$ cat src/rtl/adcseq_pkg.sv
package adcseq_pkg;

    localparam int RES_W   = 16;
    localparam int INSTR_W = 8;
    localparam int BYTE_W  = 8;
    localparam int NSLOT   = 3;   // storage order: ADC0, differential ADC0, ADC1

    typedef enum logic [1:0] {
        ST_IDLE,
        ST_FETCH,
        ST_WAIT,
        ST_WRITE
    } seq_state_e;

    typedef logic [NSLOT-1:0] slot_mask_t;

    typedef struct packed {
        logic       eoo;    // end of operation
        logic       cont;   // keep looping after end of operation
        slot_mask_t sel;    // capture mask, bit i = slot i
    } instr_dec_t;

    function automatic instr_dec_t decode_instr(input logic [INSTR_W-1:0] w);
        instr_dec_t d;
        d.eoo  = w[0];
        d.cont = w[7];
        d.sel  = w[0] ? slot_mask_t'(0) : {w[5], w[6], w[4]};
        return d;
    endfunction

    function automatic slot_mask_t lowest_bit(input slot_mask_t m);
        return m & slot_mask_t'(~m + slot_mask_t'(1));
    endfunction

    function automatic logic sel_ready(input slot_mask_t sel,
                                       input logic v0, input logic v1);
        return (!sel[0] || v0) && (!sel[1] || v0) && (!sel[2] || v1);
    endfunction

endpackage

$ cat src/rtl/adcseq_ibuf.sv
module adcseq_ibuf
    import adcseq_pkg::*;
#(
    parameter int DEPTH = 64,
    localparam int PTR_W = $clog2(DEPTH)
) (
    input  logic               clk,
    input  logic               rst,
    input  logic               we,
    input  logic [PTR_W-1:0]   waddr,
    input  logic [INSTR_W-1:0] wdata,
    input  logic [PTR_W-1:0]   raddr,
    output logic [INSTR_W-1:0] rdata
);

    logic [INSTR_W-1:0] mem_q [DEPTH];

    always_ff @(posedge clk) begin
        if (rst) begin
            for (int i = 0; i < DEPTH; i++) begin
                mem_q[i] <= '0;
            end
        end else if (we) begin
            mem_q[waddr] <= wdata;
        end
    end

    assign rdata = mem_q[raddr];

endmodule

$ cat src/rtl/adcseq_iptr.sv
module adcseq_iptr #(
    parameter int DEPTH = 64,
    parameter int CNT_W = 16,
    localparam int PTR_W = $clog2(DEPTH)
) (
    input  logic             clk,
    input  logic             rst,
    input  logic             load,      // start of an operation cycle
    input  logic             wrap,      // end-of-operation seen
    input  logic             complete,  // instruction finished one run
    input  logic [PTR_W-1:0] bnd,
    input  logic [CNT_W-1:0] limit,
    output logic [PTR_W-1:0] ptr,
    output logic [CNT_W-1:0] cnt
);

    localparam logic [PTR_W-1:0] LAST_PTR = PTR_W'(DEPTH - 1);

    logic last_run;
    logic [PTR_W-1:0] ptr_inc;

    assign last_run = (cnt <= CNT_W'(1));
    assign ptr_inc  = (ptr == LAST_PTR) ? '0 : ptr + PTR_W'(1);

    always_ff @(posedge clk) begin
        if (rst) begin
            ptr <= '0;
            cnt <= '0;
        end else if (load) begin
            ptr <= bnd;
            cnt <= limit;
        end else if (wrap) begin
            ptr <= bnd;
        end else if (complete) begin
            if (last_run) begin
                cnt <= limit;
                ptr <= ptr_inc;
            end else begin
                cnt <= cnt - CNT_W'(1);
            end
        end
    end

endmodule

$ cat src/rtl/adcseq_wrseq.sv
module adcseq_wrseq
    import adcseq_pkg::*;
#(
    parameter int ADDR_W = 16
) (
    input  logic                        clk,
    input  logic                        rst,
    input  logic                        base_load,
    input  logic [ADDR_W-1:0]           base,
    input  logic                        capture,
    input  slot_mask_t                  sel,
    input  logic [NSLOT-1:0][RES_W-1:0] res_in,
    output logic                        mem_we,
    output logic [ADDR_W-1:0]           mem_addr,
    output logic [BYTE_W-1:0]           mem_wdata,
    output logic                        last
);

    logic [NSLOT-1:0][RES_W-1:0] slot_q;
    slot_mask_t                  pend_q;
    slot_mask_t                  cur;
    logic                        lo_q;
    logic [ADDR_W-1:0]           waddr_q;
    logic [RES_W-1:0]            cur_word;

    assign cur = lowest_bit(pend_q);

    always_comb begin
        cur_word = '0;
        for (int i = 0; i < NSLOT; i++) begin
            if (cur[i]) cur_word = slot_q[i];
        end
    end

    assign mem_we    = |pend_q;
    assign mem_addr  = waddr_q;
    assign mem_wdata = lo_q ? cur_word[BYTE_W-1:0] : cur_word[RES_W-1:BYTE_W];
    assign last      = mem_we && lo_q && ((pend_q & ~cur) == '0);

    always_ff @(posedge clk) begin
        if (rst) begin
            slot_q  <= '0;
            pend_q  <= '0;
            lo_q    <= 1'b0;
            waddr_q <= '0;
        end else begin
            if (base_load) begin
                waddr_q <= base;
            end else if (mem_we) begin
                waddr_q <= waddr_q + ADDR_W'(1);
            end

            if (capture) begin
                slot_q <= res_in;
                pend_q <= sel;
                lo_q   <= 1'b0;
            end else if (mem_we) begin
                lo_q <= !lo_q;
                if (lo_q) pend_q <= pend_q & ~cur;
            end
        end
    end

endmodule

$ cat src/rtl/adc_seq_dma.sv
module adc_seq_dma
    import adcseq_pkg::*;
#(
    parameter int DEPTH  = 64,
    parameter int CNT_W  = 16,
    parameter int ADDR_W = 16,
    localparam int PTR_W = $clog2(DEPTH)
) (
    input  logic               clk,
    input  logic               rst,
    input  logic               start,
    input  logic [PTR_W-1:0]   bnd_addr,
    input  logic [CNT_W-1:0]   rpt_limit,
    input  logic [ADDR_W-1:0]  wr_base,
    input  logic               prog_we,
    input  logic [PTR_W-1:0]   prog_addr,
    input  logic [INSTR_W-1:0] prog_data,
    input  logic               adc0_valid,
    input  logic [RES_W-1:0]   adc0_data,
    input  logic [RES_W-1:0]   adc0_diff_data,
    input  logic               adc1_valid,
    input  logic [RES_W-1:0]   adc1_data,
    output logic               adc_ack,
    output logic               mem_we,
    output logic [ADDR_W-1:0]  mem_addr,
    output logic [BYTE_W-1:0]  mem_wdata,
    output logic               busy,
    output logic               done
);

    seq_state_e         state;
    slot_mask_t         cur_sel;
    logic [INSTR_W-1:0] ibuf_rd;
    instr_dec_t         dec;
    logic [PTR_W-1:0]   ptr;
    logic [CNT_W-1:0]   cnt;
    logic               load, wrap, complete, wr_last;
    logic [NSLOT-1:0][RES_W-1:0] res_in;

    assign dec      = decode_instr(ibuf_rd);
    assign load     = (state == ST_IDLE) && start;
    assign wrap     = (state == ST_FETCH) && dec.eoo;
    assign complete = ((state == ST_FETCH) && !dec.eoo && (dec.sel == '0))
                   || ((state == ST_WRITE) && wr_last);
    assign adc_ack  = (state == ST_WAIT) && sel_ready(cur_sel, adc0_valid, adc1_valid);
    assign busy     = (state != ST_IDLE);
    assign res_in   = {adc1_data, adc0_diff_data, adc0_data};

    adcseq_ibuf #(.DEPTH(DEPTH)) u_ibuf (
        .clk   (clk),
        .rst   (rst),
        .we    (prog_we),
        .waddr (prog_addr),
        .wdata (prog_data),
        .raddr (ptr),
        .rdata (ibuf_rd)
    );

    adcseq_iptr #(.DEPTH(DEPTH), .CNT_W(CNT_W)) u_iptr (
        .clk      (clk),
        .rst      (rst),
        .load     (load),
        .wrap     (wrap),
        .complete (complete),
        .bnd      (bnd_addr),
        .limit    (rpt_limit),
        .ptr      (ptr),
        .cnt      (cnt)
    );

    adcseq_wrseq #(.ADDR_W(ADDR_W)) u_wrseq (
        .clk       (clk),
        .rst       (rst),
        .base_load (load),
        .base      (wr_base),
        .capture   (adc_ack),
        .sel       (cur_sel),
        .res_in    (res_in),
        .mem_we    (mem_we),
        .mem_addr  (mem_addr),
        .mem_wdata (mem_wdata),
        .last      (wr_last)
    );

    always_ff @(posedge clk) begin
        if (rst) begin
            state   <= ST_IDLE;
            cur_sel <= '0;
            done    <= 1'b0;
        end else begin
            done <= 1'b0;
            unique case (state)
                ST_IDLE: begin
                    if (start) state <= ST_FETCH;
                end
                ST_FETCH: begin
                    if (dec.eoo) begin
                        if (!dec.cont) begin
                            state <= ST_IDLE;
                            done  <= 1'b1;
                        end
                    end else if (dec.sel != '0) begin
                        cur_sel <= dec.sel;
                        state   <= ST_WAIT;
                    end
                end
                ST_WAIT: begin
                    if (adc_ack) state <= ST_WRITE;
                end
                ST_WRITE: begin
                    if (wr_last) state <= ST_FETCH;
                end
                default: state <= ST_IDLE;
            endcase
        end
    end

endmodule

$ cat config.mk
export PLATFORM = sky130hd
export DESIGN_NAME = adc_seq_dma
export DESIGN_NICKNAME = d
export VERILOG_FILES = /design/src/rtl/adcseq_pkg.sv /design/src/rtl/adcseq_ibuf.sv /design/src/rtl/adcseq_iptr.sv /design/src/rtl/adcseq_wrseq.sv /design/src/rtl/adc_seq_dma.sv
export SDC_FILE = /design/constraint.sdc
export NUM_CORES = 1
export LEC_CHECK = 0
export BUFFER_PORTS_ARGS = -buffer_cell sky130_fd_sc_hd__buf_2
export CAP_MARGIN = 10
export CELL_PAD_IN_SITES_DETAIL_PLACEMENT = 0
export CELL_PAD_IN_SITES_GLOBAL_PLACEMENT = 2
export CORE_MARGIN = 2
export CORE_UTILIZATION = 42
export CTS_CLUSTER_SIZE = 24
export DETAILED_ROUTE_END_ITERATION = 8
export GPL_ROUTABILITY_DRIVEN = 0
export PLACE_DENSITY = 0.78
export SETUP_SLACK_MARGIN = 0.2
export SLEW_MARGIN = 20
export SYNTH_ARGS = -nofsm -noshare
export SYNTH_HDL_FRONTEND = slang
export SYNTH_SLANG_ARGS = --single-unit
export TNS_END_PERCENT = 1
$ cat constraint.sdc
create_clock -name clk -period 4.17 [get_ports clk]
set_clock_uncertainty 0.2 [all_clocks]
set_input_delay 0.2085 -clock clk [delete_from_list [all_inputs] [get_ports clk]]
set_output_delay 0.2085 -clock clk [all_outputs]
set_load 0.01 [all_outputs]
After elaboration in Yosys (flattened, before gate mapping) --
Memories as Yosys holds them, arrays and structs flattened. A register that Yosys moved wholly into a read port is not among the register bits. Cells that the tools add are included.
Storage, ports and cells: memories kept 1, output and inout bits 28, RAM bits 512, flip-flop bits (word level) 96
Operators by class: mux-type cells 37, reduce and logical (&&, ||, !) cells 39, equality and inequality tests 10, magnitude comparators 1, bitwise logic cells 6, add/subtract/negate cells 4
Memories:
- u_ibuf.mem_q | depth 64, bits a word 8, rd ports 1, clocked after memory_dff 1, write ports 64, line adcseq_ibuf.sv:16 | logic [INSTR_W-1:0] mem_q [DEPTH];
Operators with widths (number):
- 16-bit two-way mux | 9
- 6-bit two-way mux | 8
- 16-bit by 1-bit adder with 16-bit output (second input constant) | 1
- 16-bit by 1-bit less-or-equal comparator with 1-bit output (second input constant) | 1
- 8-bit two-way mux | 2
- 16-bit by 1-bit subtractor with 16-bit output (second input constant) | 1
- 2-bit two-way mux | 6
- 3-bit two-way mux | 4
- 1-bit logical AND | 10
- 2-bit nonzero test | 5
- 3-bit nonzero test | 3
- 2-bit inequality test (second input constant) | 4
- 2-bit one-hot mux with 4 select lines | 1
- 8-bit OR reduction | 1
- 1-bit two-way mux | 7
- 6-bit by 1-bit adder with 6-bit output (second input constant) | 1
- 3-bit bitwise AND | 2
- 6-bit equality test (second input constant) | 1
- 3-bit zero test | 2
- 3-bit NOT | 2
- 2-bit AND reduction | 3
- 3-bit OR reduction | 2
- 1-bit zero test | 5
- 5-bit AND reduction | 1
- 10 further kinds | 15

Logic depth before layout (Yosys ltp) --
Gate-level depths: netlist of run 1.
word-level depth 14, depth in mapped cells 14, gate-level depth less buffers 9

Cells and area by module --
A second synthesis of run 1 with hierarchy kept.
Second synthesis, totals: cells, all modules 2134, area, all modules 28811.4 µm²
By module, submodules not included:
- adcseq_ibuf | times used 1, area an instance 23836.6 µm², cells an instance 1562
- adcseq_wrseq | times used 1, area an instance 3069.2 µm², cells an instance 323
- adcseq_iptr | times used 1, area an instance 1519.0 µm², cells an instance 207
- adc_seq_dma | times used 1, area an instance 386.6 µm², cells an instance 42

Worst setup path after synthesis of run 1 --
No wires, ideal clock.
path type register -> register, start register with a tool-made name, end register state[0], data arrival time 2.827 ns, setup slack 1.052 ns, stages on the path, launching flop included 11, path buffers 3, library setup time 0.091 ns, clock period less this slack 3.118 ns, path through dfxtp_1 > buf_6 > buf_6 > buf_2 > mux4_2 > mux4_2 > a211oi_1 > a21oi_1 > a31oi_2 > a21oi_1 > a311oi_1
RTL lines:
- end signal: assignment | line adc_seq_dma.sv:87 | state <= ST_IDLE;
- end signal: assignment | line adc_seq_dma.sv:94 | if (start) state <= ST_FETCH;
- end signal: assignment | line adc_seq_dma.sv:99 | state <= ST_IDLE;
- end: declaration | line adc_seq_dma.sv:31 | seq_state_e state;

==> results of run 1 <==
-- flip-flops by register name, indices dropped and copies added (netlist names), named ones only --
register / count
state: 2
u_wrseq.slot_q: 48
u_wrseq.mem_addr: 16
u_iptr.ptr: 6
done: 1
u_ibuf.mem_q: 320
cur_sel: 3
u_wrseq.pend_q: 3
u_wrseq.lo_q: 1
u_iptr.cnt: 16
-- worst max-delay path by stage --
stage	slack, ns	to	from	cells after the start
floorplan	1.05	state[0]	register	10
global placement	0.27	u_iptr.cnt[8]	register	8
detailed placement	0.26	u_iptr.cnt[0]	register	8
CTS	0.24	u_iptr.cnt[0]	register	8
global route	0.11	register	register	9
finish	0.34	register	register	9
-- timing repair --
action,CTS,global route
hold endpoints to repair,93,0
setup endpoints to repair,0,24
gates resized for setup,0,1
buffers inserted,0,1
hold buffers,89,0
-- per-layer routing --
layer | share of wire, % | up-vias
met5 | 0.023 | -
met4 | 2.5 | 2
met3 | 5.2 | 82
met2 | 48 | 430
met1 | 44 | 6931
li1 | - | 6647
-- placed cells by master, fill, tap and decap left out, types with 5 or more instances in the layout --
cell / count
or3_1: 6
bufinv_16: 5
edfxtp_1: 320
nor2_1: 104
mux4_2: 79
nor3_1: 17
nand3_1: 29
and3_1: 50
nand2b_1: 5
nand2_1: 180
buf_4: 43
a21oi_1: 77
clkinv_1: 10
mux2i_1: 46
dfxtp_1: 99
xor2_1: 14
a31oi_1: 5
clkinv_2: 12
clkbuf_16: 51
o211ai_1: 9
a211oi_1: 17
and2_1: 286
o21ai_0: 97
o311ai_0: 7
nand4_1: 7
dlygate4sd3_1: 89
buf_2: 129
a22oi_1: 16
nor2b_1: 7
ha_1: 9
inv_1: 20
o221ai_1: 5
-- area by class of cell --
class                           instances  share of cell area (%)
Clock buffer                           57                    5.48
Tap cell                              615                    3.20
Inverter                               22                   0.343
Multi-Input combinational cell       1142                    33.3
Timing Repair Buffer                  265                    8.06
Clock inverter                         30                    1.13
Sequential cell                       422                    48.5
-- kinds of logic (layout without fill, tap and decap cells) --
kind of cell	count (synthesis)	in the layout	share of synthesized area [%]
flip-flops	422	422	57.2
AND/OR/NAND/NOR	715	715	18.3
multiplexers	130	130	11.5
buffers and inverters	158	374	3.52
XOR/XNOR	17	17	0.731
adder cells (fa/ha/maj)	9	9	0.553
AO/OA/AOI/OAI	271	271	8.18
-- critical path: stages (launching register included) --
cell and delay, ns:
dfxtp_4 0.66, buf_4 0.32, nor2b_1 0.57, a22o_1 0.26
o21ai_0 0.11, nand4_1 0.24, and3_1 0.43, a31oi_4 0.22
or4b_4 0.53, a31oi_1 0.19
-- stage by stage --
step | instance area (um2) | util [%] | std cells
floorplan | 20400 | - | 1722
finish | 24100 | 50.3 | 2553
global placement | 21600 | 45.1 | 2376
global route | 24100 | 50.3 | 2553
detailed placement | 21600 | 45.1 | 2376
CTS | 24000 | 50.2 | 2552
-- power by group --
part | total [mW] | switching (mW) | internal, mW
combinational | 3.69 | 2.16 | 1.54
clock | 4.30 | 1.75 | 2.55
sequential | 5.25 | 0.377 | 4.87
==> summary.md, run 1 <==
| Metric | Value |
|---|---|
| Final period util | `91.9%` |
| Global route hottest layer | `met2` |
| Count of different cell masters after synthesis | `59` |
| GRT Total Usage | `22.0%` |
| Grt met1 use | `30.1%` |
| Hold path start | `prog_addr[2]` |
| GRT met3 Usage | `3.14%` |
| Largest net degree at the start of global routing | `61` |
| R2R cell count | `9` |
| Vias in the first global route | `14.0k` |
| Deepest clock path buffer count | `3` |
| Yosys top cell by area | `edfxtp_1` |
| Max Transition Viols Final | `0` |
| CP Class | `reg -> reg` |
| Fmax | `261 MHz` |
| Synthesized net count | `1,837` |
| WP data required | `4.47 ns` |
| Unrepaired setup endpoints after global routing | `true` |
| ANT cells | `0` |
| Core ar. | `47,800 um2` |
| Gate Count Post-Synth | `1,722` |
| Final setup viols | `0` |
| H-tree levels | `2` |
| Leakage power | `8.59 nW` |
| Setup TNS | `0 ns` |
| Crit path arrival time | `4.13 ns` |
| Worst Path Max Fanout | `21` |
| Result of the run | `complete, no violations` |
| CTS tree | `built` |
| Reg clk slew, reported paths | `0.06 ns` |
| Slew HR | `25.2%` |
| Detailed Routing Iterations Pass 1 | `5` |
| Num CTS Buffers | `49` |
| Hold Vio Cnt, Final | `0` |
| CP startpoint kind | `register` |
| PwrDens | `550 nW/um2` |
| Number of max-cap violations | `0` |
| Starting Density | `42.6%` |
| Sequential area share after synthesis | `57.2%` |
| Initial antenna violation count | `1` |
| Post-synth ARST share | `0%` |
| Post-route ant nets | `0` |
| Total routed wirelength | `55.8 mm` |
| First-pass GRT wire length | `83.8 mm` |
| Top_reg_cell synth | `edfxtp_1` |
| Die Ht | `224 um` |
| Most numerous cell in the Yosys netlist | `edfxtp_1` |
| Worst Max-Slew Pin Slew | `1.12 ns` |
| Grt ovf | `0` |
| Average wire per standard cell | `21.9 um` |
| Drt drc | `0` |
| Worst hold path depth | `4` |
| Die Span X | `224 um` |
| List of most frequent post-synthesis cells | `edfxtp_1 (320), and2_1 (286), nand2_1 (181)` |
| Post-synthesis cell area | `20,400 um2` |
| IO Count | `134` |
| Number of synthesized flops with an enable pin | `320` |
| Fin crit period | `3.83 ns` |
| Vias/cell | `5.52` |
| Clk_lat worst skew | `0.59 ns` |
| Crit path capture type | `register` |
| Clk sink count | `422` |
| Reg-to-reg setup timing slack | `0.34 ns` |
| Hpwl dp | `35.9 mm` |
| Final setup margin | `0.337 ns` |
| Mean cell area of the mapped netlist | `11.8 um2` |
| Worst min path class | `in -> reg` |
| Port Buffer Count | `130` |
| Grt met2 use | `36.5%` |
| Synth top area cells | `edfxtp_1 (47%), dfxtp_1 (10%), and2_1 (8.8%), mux4_2 (8.7%), nand2_1 (3.3%)` |
| Layout area overhead | `18.1%` |
| Pwr Total | `13.2 mW` |
| Post-place setup slack | `0.261 ns` |
| Final hold slack | `0.119 ns` |
| Top cell type's share of synthesized area | `47.2%` |
| Fillers | `4,209` |
| Syn. warnings | `0` |
| Reg area | `11,700 um2` |
| Max IR drop VDD | `0.000303 V` |
| Min-Delay Endpoint | `u_ibuf.mem_q[6][0]` |
| Clk root buf | `clkbuf_16` |
| DIE AREA | `50,300 um2` |
| Share of post-route cells with drive strength above 1 | `18.0%` |
| #FFs+latches synth | `422` |
| 1st-iter DRT viols | `1,109` |
| Final nets | `2,017` |
| Vias post-DR | `14.1k` |
| Site row count | `80` |
| Multi-input gate area | `8020 um2` |
Power figures use the tool's default switching activity.
==> run 2, diff against run 1 <==
--- a/config.mk
+++ b/config.mk
@@ -14,6 +14,7 @@
 export CTS_CLUSTER_SIZE = 24
 export DETAILED_ROUTE_END_ITERATION = 8
 export GPL_ROUTABILITY_DRIVEN = 0
+export MAX_ROUTING_LAYER = met4
 export PLACE_DENSITY = 0.78
 export SETUP_SLACK_MARGIN = 0.2
 export SLEW_MARGIN = 20
==> run 2 against run 1 <==
Global-route usage up 0.68 points; sequential cell count unchanged; critical path depth unchanged; die area unchanged; final cell count about the same; core utilization about the same; largest cell class unchanged; highest routed layer is now met4.
==> summary.md, run 2 (synthesized netlist as in run 1, its figures left out) <==
| Metric | Value |
|---|---|
| Share of post-route cells with drive strength above 1 | `18.0%` |
| Grt ovf | `0` |
| Site row count | `80` |
| Final period util | `92.6%` |
| Die Span X | `224 um` |
| Port Buffer Count | `130` |
| Number of max-cap violations | `0` |
| Max IR drop VDD | `0.000304 V` |
| Min-Delay Endpoint | `u_ibuf.mem_q[6][0]` |
| R2R cell count | `9` |
| Largest net degree at the start of global routing | `61` |
| H-tree levels | `2` |
| 1st-iter DRT viols | `1,193` |
| Starting Density | `42.6%` |
| Fmax | `259 MHz` |
| Hold path start | `prog_addr[2]` |
| Vias in the first global route | `13.9k` |
| Clk_lat worst skew | `0.60 ns` |
| Final hold slack | `0.117 ns` |
| Placed cells | `2,376` |
| Hpwl dp | `35.9 mm` |
| Non-filler cells, final | `2,554` |
| Drt drc | `0` |
| Worst Max-Slew Pin Slew | `1.13 ns` |
| CTS tree | `built` |
| DIE AREA | `50,300 um2` |
| Hold Vio Cnt, Final | `0` |
| Fillers | `4,208` |
| Worst min path class | `in -> reg` |
| Reg with most FFs | `u_ibuf.mem_q` |
| Vias post-DR | `14.2k` |
| Reg clk slew, reported paths | `0.06 ns` |
| Layout area overhead | `18.1%` |
| Final nets | `2,017` |
| CP Class | `reg -> reg` |
| CP startpoint kind | `register` |
| Clk root buf | `clkbuf_16` |
| Crit path arrival time | `4.16 ns` |
| PwrDens | `551 nW/um2` |
| Post-route ant nets | `0` |
| Unrepaired setup endpoints after global routing | `true` |
| Detailed Routing Iterations Pass 1 | `5` |
| Leakage power | `8.59 nW` |
| Average wire per standard cell | `21.9 um` |
| Most frequent cells in the layout | `edfxtp_1 (320), and2_1 (286), nand2_1 (180)` |
| Vias/cell | `5.55` |
| Clk sink count | `422` |
| Initial antenna violation count | `1` |
| Fin crit period | `3.86 ns` |
| Crit path capture type | `register` |
| Total routed wirelength | `55.8 mm` |
| Reg-to-reg setup timing slack | `0.31 ns` |
| First-pass GRT wire length | `83.8 mm` |
| WP data required | `4.47 ns` |
| Setup TNS | `0 ns` |
| Result of the run | `complete, no violations` |
| Largest register FFs | `320` |
| Num CTS Buffers | `49` |
| Biggest regs | `u_ibuf.mem_q (320), u_wrseq.slot_q (48)` |
| Die Ht | `224 um` |
| Slew HR | `24.9%` |
| Deepest clock path buffer count | `3` |
| Pwr Total | `13.3 mW` |
| Commonest non-fill, non-tap cell in the layout | `edfxtp_1` |
| Final setup viols | `0` |
| Core ar. | `47,800 um2` |
| Max Transition Viols Final | `0` |
| IO Count | `134` |
| Worst hold path depth | `4` |
| Worst Path Max Fanout | `21` |
| GRT Total Usage | `22.7%` |
## run 2: changes by cell type in the layout (fill, tap and decap cells not counted)
cell     delta
diode_2     +1
## run 2: report_power, final
group,internal (mW),switching [mW],leakage [nW]
Sequential,4.87,0.375,3.87
Combinational,1.54,2.16,3.93
Clock,2.56,1.76,0.790
## run 2: how the worst max path moves through the flow
stage          startpoint            end  cells after the start
2_1_floorplan    register       state[0]                     10
3_3_place_gp     register  u_iptr.cnt[8]                      8
3_5_place_dp     register  u_iptr.cnt[0]                      8
4_1_cts          register  u_iptr.cnt[0]                      8
5_1_grt          register       register                      9
6_report         register       register                      9
## run 2: repair_timing
item | in CTS | in global routing
resized for setup | 0 | 1
setup buffers | 0 | 1
hold endpoints to repair | 93 | 0
endpoints found under the setup margin | 0 | 24
hold buffers | 89 | 0
## run 2: metal layers
metal | up-vias | global-route usage [%] | part of all wire, %
li1 | 6642 | - | -
met1 | 7007 | 30.3 | 44
met2 | 438 | 36.3 | 48
met3 | 95 | 3.12 | 5.4
met4 | 0 | 6.81 | 2.6
met5 | - | - | 0
## run 2: cell type report
type	count	area [um2]	area share, %
clock buffer	57	1320	5.48
clock inverter	30	273	1.13
antenna	1	2.50	0.0104
timing repair buffer	265	1940	8.06
inverter	22	82.6	0.343
sequential	422	11700	48.5
tap	615	769	3.20
multi-input combinational	1142	8020	33.3
## run 2: metrics by stage
| step | area, um2 | setup WS [ns] | util (%) |
|---|---|---|---|
| global placement | 21600 | 0.271 | 45.1 |
| floorplan | 20400 | 1.05 | - |
| finish | 24100 | 0.307 | 50.3 |
| detailed placement | 21600 | 0.261 | 45.1 |
| CTS | 24000 | 0.240 | 50.2 |
| global route | 24100 | 0.110 | 50.3 |
## run 2: worst max-delay path, cell delays in order (launching register included)
cell,delay [ns]
dfxtp_4,0.65
buf_4,0.32
nor2b_1,0.58
a22o_1,0.27
o21ai_0,0.10
nand4_1,0.25
and3_1,0.43
a31oi_4,0.22
or4b_4,0.53
a31oi_1,0.19
